### src/rtl/sync_line_tx_pkg.sv
package sync_line_tx_pkg;
  typedef enum logic [2:0] {
    ST_IDLE,
    ST_SYNC_LO,
    ST_SYNC_HI,
    ST_DATA,
    ST_PAR,
    ST_GAP,
    ST_DONE
  } tx_state_e;
endpackage

### src/rtl/slt_bit_timer.sv
module slt_bit_timer #(
  parameter int unsigned BIT_CYCLES = 4
) (
  input  logic clk_i,
  input  logic rst_ni,
  input  logic en_i,
  output logic tick_o
);
  localparam int unsigned CW = (BIT_CYCLES > 1) ? $clog2(BIT_CYCLES) : 1;
  localparam logic [CW-1:0] LAST = CW'(BIT_CYCLES - 1);

  logic [CW-1:0] cnt_q;

  assign tick_o = en_i && (cnt_q == LAST);

  always_ff @(posedge clk_i or negedge rst_ni) begin
    if (!rst_ni)                cnt_q <= '0;
    else if (!en_i || tick_o)   cnt_q <= '0;
    else                        cnt_q <= cnt_q + 1'b1;
  end
endmodule

### src/rtl/slt_parity.sv
module slt_parity #(
  parameter int unsigned MAX_WIDTH = 8,
  localparam int unsigned WID_W = $clog2(MAX_WIDTH + 1)
) (
  input  logic [MAX_WIDTH-1:0] data_i,
  input  logic [WID_W-1:0]     width_i,
  output logic                 par_o
);
  // odd count of ones among the low width_i bits -> 1
  always_comb begin
    par_o = 1'b0;
    for (int i = 0; i < MAX_WIDTH; i++) begin
      if (WID_W'(i) < width_i) par_o = par_o ^ data_i[i];
    end
  end
endmodule

### src/rtl/sync_line_tx.sv
module sync_line_tx
  import sync_line_tx_pkg::*;
#(
  parameter int unsigned BIT_CYCLES = 4,
  parameter int unsigned MAX_WIDTH  = 8,
  parameter int unsigned CNT_W      = 8,
  localparam int unsigned WID_W = $clog2(MAX_WIDTH + 1)
) (
  input  logic                 clk_i,
  input  logic                 rst_ni,
  input  logic [MAX_WIDTH-1:0] data_i,
  input  logic                 valid_i,
  output logic                 ready_o,
  input  logic [WID_W-1:0]     width_i,
  input  logic [CNT_W-1:0]     count_i,
  output logic                 line_o,
  output logic                 oe_o,
  output logic                 done_o
);
  localparam logic [WID_W-1:0] WMAX = WID_W'(MAX_WIDTH);

  tx_state_e            state_q;
  logic [MAX_WIDTH-1:0] sh_q;
  logic                 par_q;
  logic [WID_W-1:0]     idx_q;
  logic [CNT_W-1:0]     rem_q;
  logic [WID_W-1:0]     eff_w;
  logic                 par_w;
  logic                 tick;
  logic                 timed;
  logic                 accept;

  assign eff_w  = (width_i == '0 || width_i > WMAX) ? WMAX : width_i;
  assign accept = valid_i && ready_o;
  assign timed  = (state_q == ST_SYNC_LO) || (state_q == ST_SYNC_HI) ||
                  (state_q == ST_DATA) || (state_q == ST_PAR);

  slt_parity #(.MAX_WIDTH(MAX_WIDTH)) i_parity (
    .data_i (data_i),
    .width_i(eff_w),
    .par_o  (par_w)
  );

  slt_bit_timer #(.BIT_CYCLES(BIT_CYCLES)) i_timer (
    .clk_i (clk_i),
    .rst_ni(rst_ni),
    .en_i  (timed),
    .tick_o(tick)
  );

  always_ff @(posedge clk_i or negedge rst_ni) begin
    if (!rst_ni) begin
      state_q <= ST_IDLE;
      sh_q    <= '0;
      par_q   <= 1'b0;
      idx_q   <= '0;
      rem_q   <= '0;
    end else begin
      unique case (state_q)
        ST_IDLE, ST_GAP: if (accept) begin
          sh_q    <= data_i;
          par_q   <= par_w;
          idx_q   <= eff_w - 1'b1;
          state_q <= ST_SYNC_LO;
          if (state_q == ST_IDLE)
            rem_q <= (count_i == '0) ? CNT_W'(1) : count_i;
        end
        ST_SYNC_LO: if (tick) state_q <= ST_SYNC_HI;
        ST_SYNC_HI: if (tick) state_q <= ST_DATA;
        ST_DATA: if (tick) begin
          if (idx_q == '0) state_q <= ST_PAR;
          else             idx_q   <= idx_q - 1'b1;
        end
        ST_PAR: if (tick) begin
          rem_q   <= rem_q - 1'b1;
          state_q <= (rem_q == CNT_W'(1)) ? ST_DONE : ST_GAP;
        end
        ST_DONE: state_q <= ST_IDLE;
        default: state_q <= ST_IDLE;
      endcase
    end
  end

  always_comb begin
    unique case (state_q)
      ST_IDLE:    line_o = 1'b1;
      ST_SYNC_LO: line_o = 1'b0;
      ST_SYNC_HI: line_o = 1'b1;
      ST_DATA:    line_o = sh_q[idx_q];
      ST_PAR:     line_o = par_q;
      default:    line_o = 1'b0; // gap / done: leave low for next rising edge
    endcase
  end

  assign oe_o    = (state_q != ST_IDLE);
  assign ready_o = (state_q == ST_IDLE) || (state_q == ST_GAP);
  assign done_o  = (state_q == ST_DONE);
endmodule

### config.mk
export PLATFORM = sky130hd
export DESIGN_NAME = sync_line_tx
export DESIGN_NICKNAME = d
export VERILOG_FILES = /design/src/rtl/sync_line_tx_pkg.sv /design/src/rtl/slt_bit_timer.sv /design/src/rtl/slt_parity.sv /design/src/rtl/sync_line_tx.sv
export SDC_FILE = /design/constraint.sdc
export NUM_CORES = 1
export LEC_CHECK = 0
export ABC_CLOCK_PERIOD_IN_PS = 1580
export BUFFER_PORTS_ARGS = -buffer_cell sky130_fd_sc_hd__buf_2
export CORE_ASPECT_RATIO = 0.9
export CORE_MARGIN = 3
export CORE_UTILIZATION = 35
export CTS_CLUSTER_DIAMETER = 80
export DETAILED_ROUTE_END_ITERATION = 8
export GPL_ROUTABILITY_DRIVEN = 0
export PLACE_DENSITY_LB_ADDON = 0.15
export SKIP_CTS_REPAIR_TIMING = 1
export SYNTH_ARGS = -nofsm -noshare
export SYNTH_HDL_FRONTEND = slang
export SYNTH_SLANG_ARGS = --single-unit
### constraint.sdc
create_clock -name clk_i -period 1.58 [get_ports clk_i]
set_input_delay 0.158 -clock clk_i [delete_from_list [all_inputs] [get_ports clk_i]]
set_output_delay 0.158 -clock clk_i [all_outputs]
set_load 0.005 [all_outputs]
==> metrics.md <==
| Metric | Value |
|---|---|
| Sw frac | `40.5%` |
| Post-Syn Nets | `256` |
| Chip Height | `75.3 um` |
| Sequential fraction of design power | `31.8%` |
| #FFs+latches synth | `26` |
| Hold crit path type | `in2reg` |
| Slew HR | `59.5%` |
| Total track usage | `15.6%` |
| Worst path slowest cell | `mux4_2` |
| Combinational fraction of design power | `59.1%` |
| Clock power frac | `9.1%` |
| Clk slew on worst S/H paths | `0.09 ns` |
| Worst-case hold path end point | `sh_q[4]` |
| Most common cell after layout, fill and taps aside | `buf_4` |
| Critical path capture point type | `output pin` |
| Die Wd | `83.0 um` |
| Top Family by Delay on Critical Path | `multiplexers` |
| Worst-Skew Late Latency | `0.27 ns` |
| Crit path launch type | `flop` |
| FF-to-FF setup slack | `-0.22 ns` |
| Drt initial violations | `67` |
| GRT Residual Overflow | `0` |
| WL final | `4830 um` |
| Final Hold Fails | `0` |
| Final slew viol count | `0` |
| Clock root cell | `clkbuf_8` |
| Die ar. | `6260 um2` |
| Hold_sp | `data_i[4]` |
| Starting Density | `37.5%` |
| Cells after Synth | `225` |
| Vias/cell | `5.03` |
| CP max FO | `4` |
| Core region area | `4980 um2` |
| Cell-internal power | `2.41 mW` |
| Vias | `1810` |
| Outcome | `finished with violations` |
| Initial antenna violation count | `0` |
| Violated checks | `setup timing` |
| Synth async-reset ratio | `100%` |
| Pwr dens | `1530 nW/um2` |
| CP Depth | `5` |
| Tightest Pin Transition | `0.607 ns` |
| Layout cells sized above 1 | `40.0%` |
| Inserted Clock Buffers | `3` |
| Num rows | `24` |
| Sequential area share after synthesis | `34.8%` |
| H-tree Lvls | `1` |
| CP Data Required Time | `1.42 ns` |
| Post-route insts no fill | `360` |
| Peak Freq | `535 MHz` |
| IO buf count | `26` |
| Fin worst setup slack | `-0.288 ns` |
| Tmin final | `1.87 ns` |
| Main flop type after synthesis | `dfrtp_1` |
| Static Leak | `1.22 nW` |
| Final HPWL DP | `3700 um` |
| Placed insts | `350` |
| Vias in the first global route | `1682` |
| WS Path Type | `reg2out` |
| MaxCap Viol Count | `0` |
| Max VDD drop | `754 uV` |
| Final #Nets | `328` |
| CTS sink count | `26` |
| Maximum clock insertion buffer count | `2` |
| CP arrival | `1.71 ns` |
| Synth Warn # | `0` |
| Part of the cycle the worst path needs | `118%` |
| First-pass GRT wire length | `8020 um` |
| WP buf/inv | `1` |
| Worst r2r dst | `state_q[0]` |
| Final Setup Violations | `9` |
| Hold path depth | `3` |
| DR WL/cell | `13.4 um` |
| Slowest cell delay on critical path | `0.54 ns` |
| Ant diodes | `0` |
| Post-synth EDFFs | `0` |
| Num ports | `27` |
| Core Util, Final | `53.1%` |
| Most frequent cells in the layout | `45 x buf_4, 35 x nand2_1, 25 x buf_2` |
| Syn Area/Cell | `8.31 um2` |
| RSZ-0062 raised after global routing | `true` |
| Clock Skew | `0.00523 ns` |
| Synthesized area | `1870 um2` |
| CTS tree | `done` |
| FF-to-FF Start | `idx_q[0]` |
| Largest net degree at the start of global routing | `27` |
| # DRC | `0` |
| ANT nets after route | `0` |
| DRT Pass-1 Iters | `4` |
| Area Overhead vs Synth | `41.5%` |
| R2r worst-path depth | `9` |
| Worst path cell trace | `mux4_2, mux2i_1, o21a_1, o21ai_2, buf_2` |
| Switching power | `1.64 mW` |
| Synth cell types | `52` |
## power groups by stage
stage               logic, mW  registers, mW  clock network [mW]
global placement         2.12           1.27                   0
floorplan                1.40           1.19                   0
finish                   2.40           1.29               0.369
CTS                      2.14           1.26               0.394
global route             2.71           1.34               0.417
detailed placement       2.13           1.27                   0
## kinds of logic (layout without fill, tap and decap cells)
kind of cell / count (synthesis) / after routing / synth area share, %
and+or+nand+nor: 104 / 104 / 29.4
buffers and inverters: 18 / 88 / 4.69
DFF: 26 / 26 / 34.8
xor gates and xnor gates: 3 / 3 / 1.41
AOI/OAI and AO/OA: 60 / 60 / 19.7
adders and majority gates: 8 / 8 / 5.35
muxes: 6 / 6 / 4.69
## area by class of cell
cell class                      instances  area (um2)
Inverter                               10        40.0
Tap cell                               65        81.3
Multi-Input combinational cell        181        1300
Timing Repair Buffer                   75         531
Clock buffer                            3        41.3
Fill cell                             474        2340
Sequential cell                        26         653
## synth_stat cells (all sizes together) (4+ instances only)
cell	instances	area [um2]
nor2b	5	38.8
a21oi	15	78.8
inv	10	37.5
ha	8	100
nor2	21	78.8
o21ai	22	110
dfrtp	26	651
clkbuf	5	28.8
nor4	5	37.5
nor3	12	60.1
nand2	36	135
nand3	4	20.0
## how the worst max path moves through the flow
stage / start / endpoint / slack, ns
3_5_place_dp: width_i[3] / par_q / -0.44
4_1_cts: idx_q[0] / line_o / -0.41
2_1_floorplan: width_i[3] / par_q / -0.24
3_3_place_gp: width_i[3] / par_q / -0.40
5_1_grt: idx_q[0] / idx_q[0] / -0.36
6_report: idx_q[0] / line_o / -0.29
## per-layer routing
metal  share of wire [%]  GRT usage [%]  vias up
li1                    -              -      950
met1                  53           23.8      835
met2                  44           23.2       23
met3                 3.1           3.35        2
met4                0.23           2.00        0
met5                   0              0        -
## through the flow
| step | area (um2) | setup TNS [ns] | setup slack [ns] | power, mW | hold slack (ns) |
|---|---|---|---|---|---|
| after detailed placement | 2430 | -1.27 | -0.443 | 3.40 | 0.205 |
| after CTS | 2470 | -1.40 | -0.415 | 3.80 | -0.0968 |
| final | 2650 | -1.44 | -0.288 | 4.05 | 0.127 |
| after floorplan | 1950 | -0.280 | -0.240 | 2.59 | -0.138 |
| after global routing | 2650 | -2.43 | -0.357 | 4.46 | 0.137 |
| after global placement | 2430 | -1.03 | -0.396 | 3.38 | 0.207 |
## worst reg2reg max path, delay by kind of cell (launching register included)
kind,cells,cell delay [ns]
compound gates,4,0.50
fa+ha+maj,1,0.12
buf+inv,2,0.20
flops,1,0.47
simple gates,2,0.43
## flip-flops by register name (all words and copies together) (netlist names)
register and flops:
idx_q 4, rem_q 8, par_q 1, i_timer.cnt_q 2, sh_q 8, state_q 3
(Power assumes the default switching activity.)
